===== config.mk =====
export PLATFORM = sky130hd
export DESIGN_NAME = biphase_ir_tx
export DESIGN_NICKNAME = d
export VERILOG_FILES = /design/src/rtl/biphase_ir_tx.sv
export SDC_FILE = /design/constraint.sdc
export NUM_CORES = 1
export LEC_CHECK = 0
export ABC_AREA = 1
export BUFFER_PORTS_ARGS = -buffer_cell sky130_fd_sc_hd__buf_2
export CAP_MARGIN = 5
export CORE_MARGIN = 5
export CORE_UTILIZATION = 35
export CTS_BUF_LIST = sky130_fd_sc_hd__clkbuf_8
export CTS_CLUSTER_SIZE = 14
export DETAILED_ROUTE_END_ITERATION = 7
export GPL_ROUTABILITY_DRIVEN = 0
export PLACE_DENSITY = 0.6
export SLEW_MARGIN = 25
export SYNTH_ARGS = -nofsm -noshare
export SYNTH_HDL_FRONTEND = slang
export SYNTH_SLANG_ARGS = --single-unit
export TNS_END_PERCENT = 10

===== constraint.sdc =====
create_clock -name clk -period 4 [get_ports clk]
set_input_delay 0.8 -clock clk [delete_from_list [all_inputs] [get_ports clk]]
set_output_delay 0.8 -clock clk [all_outputs]
set_load 0.02 [all_outputs]

===== src/rtl/biphase_ir_tx.sv =====
module biphase_ir_tx #(
  parameter int HALF_CYC = 384,
  parameter int REP_BITS = 64,
  parameter int CAR_DIV  = 12,
  parameter int SYS_W    = 5,
  parameter int CMD_W    = 6
) (
  input  logic             clk,
  input  logic             rst_n,
  input  logic             key_held,
  input  logic             ready,
  input  logic [SYS_W-1:0] sys_num,
  input  logic [CMD_W-1:0] cmd_num,
  output logic             data_out,
  output logic             data_en,
  output logic             mod_out,
  output logic             mod_en
);
  localparam int FB     = 3 + SYS_W + CMD_W;
  localparam int FH     = 2 * FB;
  localparam int PERIOD = REP_BITS * 2 * HALF_CYC;
  localparam int HW     = $clog2(HALF_CYC + 1);
  localparam int XW     = $clog2(FH + 1);
  localparam int PW     = $clog2(PERIOD + 1);
  localparam int CW     = $clog2(CAR_DIV + 1);
  localparam logic [HW-1:0] H_LAST = HW'(HALF_CYC - 1);
  localparam logic [XW-1:0] X_LAST = XW'(FH - 1);
  localparam logic [PW-1:0] P_LAST = PW'(PERIOD - 1);
  localparam logic [CW-1:0] C_LAST = CW'(CAR_DIV - 1);
  localparam logic [CW-1:0] C_HALF = CW'(CAR_DIV / 2);

  typedef enum logic [1:0] {S_IDLE = 2'd0, S_SEND = 2'd1, S_GAP = 2'd2} st_t;

  st_t             state;
  logic [HW-1:0]   hcnt;
  logic [XW-1:0]   hidx;
  logic [PW-1:0]   pcnt;
  logic [CW-1:0]   ccnt;
  logic [FB-1:0]   shreg;
  logic            toggle_q;
  logic [SYS_W-1:0] nxt_sys;
  logic [CMD_W-1:0] nxt_cmd;

  wire last_half = (hcnt == H_LAST);
  wire frame_end = last_half && (hidx == X_LAST);
  wire [CW-1:0] car_next = (ccnt == C_LAST) ? '0 : ccnt + 1'b1;
  wire cur_bit = shreg[FB-1];

  assign data_en  = (state != S_IDLE);
  assign mod_en   = data_en;
  assign data_out = (state == S_SEND) && (hidx[0] ? cur_bit : ~cur_bit);
  assign mod_out  = data_out && (ccnt < C_HALF);

  always_ff @(posedge clk or negedge rst_n) begin
    if (!rst_n) begin
      state    <= S_IDLE;
      hcnt     <= '0;
      hidx     <= '0;
      pcnt     <= '0;
      ccnt     <= '0;
      shreg    <= '0;
      toggle_q <= 1'b0;
      nxt_sys  <= '0;
      nxt_cmd  <= '0;
    end else begin
      if (ready) begin
        nxt_sys <= sys_num;
        nxt_cmd <= cmd_num;
      end
      case (state)
        S_IDLE: if (key_held && ready) begin
          state <= S_SEND;
          hcnt  <= '0;
          hidx  <= '0;
          pcnt  <= '0;
          ccnt  <= '0;
          shreg <= {2'b11, toggle_q, sys_num, cmd_num};
        end
        S_SEND: begin
          pcnt <= pcnt + 1'b1;
          ccnt <= car_next;
          if (last_half) begin
            hcnt <= '0;
            hidx <= hidx + 1'b1;
            if (hidx[0]) shreg <= {shreg[FB-2:0], 1'b0};
            if (frame_end) state <= S_GAP;
          end else begin
            hcnt <= hcnt + 1'b1;
          end
        end
        S_GAP: begin
          if (!key_held) begin
            state    <= S_IDLE;
            toggle_q <= ~toggle_q;
          end else if (pcnt == P_LAST) begin
            state <= S_SEND;
            hcnt  <= '0;
            hidx  <= '0;
            pcnt  <= '0;
            ccnt  <= '0;
            shreg <= {2'b11, toggle_q, nxt_sys, nxt_cmd};
          end else begin
            pcnt <= pcnt + 1'b1;
            ccnt <= car_next;
          end
        end
        default: state <= S_IDLE;
      endcase
    end
  end
endmodule


==> flow_summary.ini, run 1 <==
[setup_path]
slowest_delay_ns = 0.42
cp_slowest_cell = dfrtp_1
crit_buf_inv = 2
required_ns = 3.20
worstSetupStartpointType = register
worstPathMaxFanout = 4
worstPathCellList = inv_1 -> ha_1 -> o21ai_0 -> a2111oi_0 -> buf_2
cp_data_arrival_time_ns = 1.69
critPathCaptureType = primary output
worstSetupPathType = reg -> out
cp_top_family = flip-flops

[flow_run]
maxCapViolations = 0

[pwr]
power.total_uw = 2520
combPwrFrac_pct = 42.2
vdd_ir_drop_max_mv = 0.232
powerDensity_nw_per_um2 = 633
seqPwrFrac_pct = 33.2
leakagePower_uw = 0.00195
switching_power_uw = 1090
internal-power_uw = 1430
clockPowerShare_pct = 24.6
switching_share_pct = 43.3

[synthesis]
seq_area_frac_synth_pct = 43.1
ys_types = 31
synth_edf_count = 0
yosys-top-cells-count = nand2_1, dfrtp_1, inv_1
synth_nets = 480
synth_most_common_cell = nand2_1
syn_inst = 456
ys_ff_latch = 62
synth_top_area_share_pct = 43.1
synth_warnings = 0
synth_top_area_cell = dfrtp_1
ys.flop_type = dfrtp_1
ys_top_cells_by_area = dfrtp_1, nand2_1, nand3_1
syn_avg_cell_area_um2 = 7.89
netlist_area_um2 = 3600
synth-async-reset-ratio_pct = 100

[clocking]
cts_buffers = 9
htreeDepth = 3
cts.sinks = 62
clk_latency_ns = 0.34
ctsHoldBuffers = 0
clockBufferDepth = 2
post_cts_buffers = 0
cts_tree = yes
path_clk_slew_ns = 0.07
cts_root_buf = clkbuf_8
cts_resized = 0

[timing]
fmax_mhz = 402
fin_setup_tns_ns = 0
skew_ns = 0.0103
slew_headroom_pct = 62.8
rsz0062_at_grt = no
fin_crit_sh_pct = 62.3
slew_violations = 0
setup_viol = 0
tightest_slew_ns = 0.557
hold_viol = 0
period_needed_ns = 2.49

[drt]
ant_nets = 0
drt_wl_total_um = 7680
dr.pass1.iters = 4
drt_iter0_markers = 188
viasPerCell = 4.82
wl_per_cell_um = 12.6
drcViolationCount = 0
vias = 2930

[die]
dieWidth_um = 111
rows = 37
ios = 19
die_y_um = 111
start_util_pct = 35.3
core_area_um2 = 10200
die_area_um2 = 12400

[cells_and_area]
syn_to_final_growth_pct = 10.6
antenna_cells = 0
n_fill_cell = 1069
drive_gt1_share_pct = 12.9
final_nets = 492

[global_route]
grt_pass1_wl_um = 14000
grt_pass1_vias = 2922
grt_max_degree = 43
gr-usage-all-layers_pct = 13.6
antenna_found_initial = 0
grt_overflow = 0

[hold_path]
hold_path_class = in -> async

[run_status]
status = completed

[placed_design]
portBuffers = 18
hpwlAfterDp_um = 5200
-- cell families (layout without fill, tap and decap cells) --
group                      after synthesis  count (layout)  synth area share (%)
and+or+nand+nor                        251             251                  32.9
adders and majority gates                9               9                  3.13
AOI/OAI and AO/OA                       47              47                  7.96
DFF                                     62              62                  43.1
buffers and inverters                   69              85                  8.52
xor gates and xnor gates                18              18                  4.38
-- placed cells by master, fill, tap and decap left out, drive strengths merged, types with 3 or more instances in the layout --
cell type	Yosys	layout
a21oi	6	6
buf	13	20
clkbuf	6	11
dfrtp	62	62
ha	9	9
inv	50	51
nand2	142	142
nand3	40	40
nand3b	3	3
nand4	23	23
nor2	41	41
o211ai	12	12
o21ai	27	27
xnor2	6	6
xor2	12	12
-- registers in the layout, summed over array words and instances, names as in the netlist --
signal and count:
ccnt 4, toggle_q 1, hcnt 9, nxt_cmd 6, nxt_sys 5, pcnt 16, state 2, shreg 14
hidx 5
-- cell type report --
type                            count  area [um^2]  share of cell area (%)
Multi-Input combinational cell    325         1740                    43.7
Sequential cell                    62         1550                    39.0
Inverter                           50          188                    4.71
Tap cell                          136          170                    4.27
Clock buffer                       11          151                    3.80
Timing Repair Buffer               20          108                    2.70
Clock inverter                      4         71.3                    1.79
-- path summary, 6_finish.rpt --
kind	start	slack, ns	endpoint	cells after the start
min	rst_n	0.44	hcnt[7]	1
max	state[1]	1.51	mod_out	5
min in group clk	shreg[12]	0.48	shreg[12]	2
min reg2reg	shreg[12]	0.48	shreg[12]	2
max reg2reg	state[0]	1.54	pcnt[11]	7
max in group asynchronous	rst_n	2.86	nxt_cmd[2]	2
-- through the flow --
step	setup slack (ns)	hold slack, ns	util [%]	area, um^2	std cells
finish	1.51	0.437	39.1	3980	608
global route	1.27	0.492	39.1	3980	608
CTS	1.45	0.486	39.1	3980	608
detailed placement	1.53	0.466	36.9	3760	593
global placement	1.58	0.464	36.9	3760	593
floorplan	1.27	0.450	-	3600	456
-- routing by layer --
metal | share of wire (%) | vias up | track usage (%)
met5 | 0 | - | 0
met4 | 1.4 | 0 | 5.60
met1 | 50 | 1386 | 18.7
met2 | 45 | 42 | 20.6
met3 | 3.7 | 8 | 3.26
li1 | - | 1494 | -
-- power by group through the flow --
stage               clock (uW)  sequential, uW  combinational, uW
floorplan                    0             824                908
global placement             0             844               1050
detailed placement           0             845               1080
CTS                        639             836               1080
global route               666             857               1230
finish                     621             837               1060
(Power assumes the default switching activity.)
==> run 2, diff against run 1 <==
==> constraint.sdc (replaced) <==
create_clock -name clk -period 2.35 [get_ports clk]
set_input_delay 0.47 -clock clk [delete_from_list [all_inputs] [get_ports clk]]
set_output_delay 0.47 -clock clk [all_outputs]
set_load 0.02 [all_outputs]
==> run 2 against run 1 <==
Net effect: clock power up 57%; critical path depth unchanged; cell count grew 1.2%; critical path type unchanged; largest cell class unchanged; largest power group unchanged.
==> flow_summary.ini, run 2 (synthesized netlist as in run 1, its figures left out) <==
[run_status]
status = completed

[drt]
vias = 2899
viasPerCell = 4.71
dr.pass1.iters = 4
drt_iter0_markers = 183
drt_wl_total_um = 7540
ant_nets = 0
wl_per_cell_um = 12.3
drcViolationCount = 0

[clocking]
cts_buffers = 9
path_clk_slew_ns = 0.07
clk_latency_ns = 0.35
htreeDepth = 3
cts_root_buf = clkbuf_8
clockBufferDepth = 2
cts.sinks = 62
cts_tree = yes
ctsHoldBuffers = 0

[setup_path]
worstSetupStartpointType = register
worstPathCellList = inv_1 -> ha_1 -> o21ai_0 -> a2111oi_2 -> buf_2
critPathCaptureType = primary output
cp_top_family = flip-flops
cp_data_arrival_time_ns = 1.70
crit_buf_inv = 2
slowest_delay_ns = 0.42
worstSetupPathType = reg -> out
required_ns = 1.88
worstPathMaxFanout = 4
cp_slowest_cell = dfrtp_1

[timing]
setup_viol = 0
fin_crit_sh_pct = 92.2
fin_setup_tns_ns = 0
tightest_slew_ns = 0.403
period_needed_ns = 2.17
slew_violations = 0
whs_ns = 0.124
slew_headroom_pct = 73.1
fmax_mhz = 461
hold_viol = 0
rsz0062_at_grt = no
skew_ns = 0.0111

[hold_path]
hold_path_class = in -> async

[cells_and_area]
fin_util_pct = 39.6
layout_commonest_cell = nand2_1
regMostFlops = pcnt
drive_gt1_share_pct = 14.6
final_nets = 498
antenna_cells = 0
fin_area_um2 = 4030
largest_register_ffs = 16
final_cell_mix = nand2_1, dfrtp_1, inv_1
syn_to_final_growth_pct = 11.9
reg_top3 = pcnt x16, shreg x14, hcnt x9
final_cell_count_no_fill = 615

[placed_design]
hpwlAfterDp_um = 5180
place_inst = 599
dpl-instance-area_um2 = 3810
portBuffers = 18

[die]
die_area_um2 = 12400
core_area_um2 = 10200
rows = 37
dieWidth_um = 111
start_util_pct = 35.3
ios = 19
die_y_um = 111

[pwr]
leakagePower_uw = 0.00197
vdd_ir_drop_max_mv = 0.405
powerDensity_nw_per_um2 = 1060

[global_route]
antenna_found_initial = 0
grt_max_degree = 63
grt_pass1_wl_um = 13400
grt_overflow = 0
gr-usage-all-layers_pct = 13.2
grt_pass1_vias = 2894

[flow_run]
maxCapViolations = 0
==> run 2: changes by cell type in the layout (fill, tap and decap cells not counted) <==
cell,delta
a2111oi_0,-1
a2111oi_2,+1
buf_12,+1
buf_2,+1
buf_4,+4
bufinv_16,-1
clkbuf_8,-1
clkinv_4,+3
clkinvlp_4,+1
inv_1,-1
==> run 2: path summary, 6_finish.rpt <==
check,startpoint,to,slack (ns),depth (start not counted)
hold / removal,rst_n,nxt_sys[1],0.12,2
hold reg to reg,shreg[11],shreg[11],0.48,2
max in group asynchronous,rst_n,pcnt[15],1.96,2
min in group clk,sys_num[4],nxt_sys[4],0.33,3
setup / recovery,state[1],mod_out,0.18,5
setup reg to reg,state[0],pcnt[14],0.32,8
==> run 2: metal layers <==
metal  up-vias  track usage [%]  routed length, um
met3         8             3.04                201
met4         0             6.08                158
met5         -                0                  0
li1       1506                -                  -
met1      1350             17.5               3770
met2        35             20.3               3410
==> run 2: per-stage QoR <==
step                      total power, uW  worst slack (ns)
after floorplan                      2950             0.203
after global placement               3310             0.407
after detailed placement             3330             0.330
after CTS                            4330            0.0369
after global routing                 4650            0.0299
final                                4290             0.182
==> run 2: where the power goes <==
| part | total (uW) | leakage (uW) | internal, uW | switching [uW] |
|---|---|---|---|---|
| logic | 1880 | 0.00105 | 574 | 1310 |
| clock network | 978 | 0.0000987 | 523 | 454 |
| registers | 1430 | 0.000819 | 1280 | 148 |
==> run 2: worst register-to-register path: stages, from the launching register on <==
cell and delay (ns):
dfrtp_1 0.43, inv_1 0.09, ha_1 0.27, nand2_2 0.14
nand2_1 0.10, nor2_4 0.35, nand3_2 0.30, inv_1 0.19
nor2_1 0.07
==> run 2: timing repair <==
action | CTS | global route
endpoints found under the setup margin | 0 | 1
gates resized for setup | 0 | 1
buffers inserted | 0 | 0
==> run 2: final cells by class <==
cell class | count | area, um^2
Sequential cell | 62 | 1550
Timing Repair Buffer | 26 | 163
Tap cell | 136 | 170
Fill cell | 1072 | 6160
Inverter | 50 | 188
Clock buffer | 10 | 138
Multi-Input combinational cell | 325 | 1750
Clock inverter | 6 | 71.3
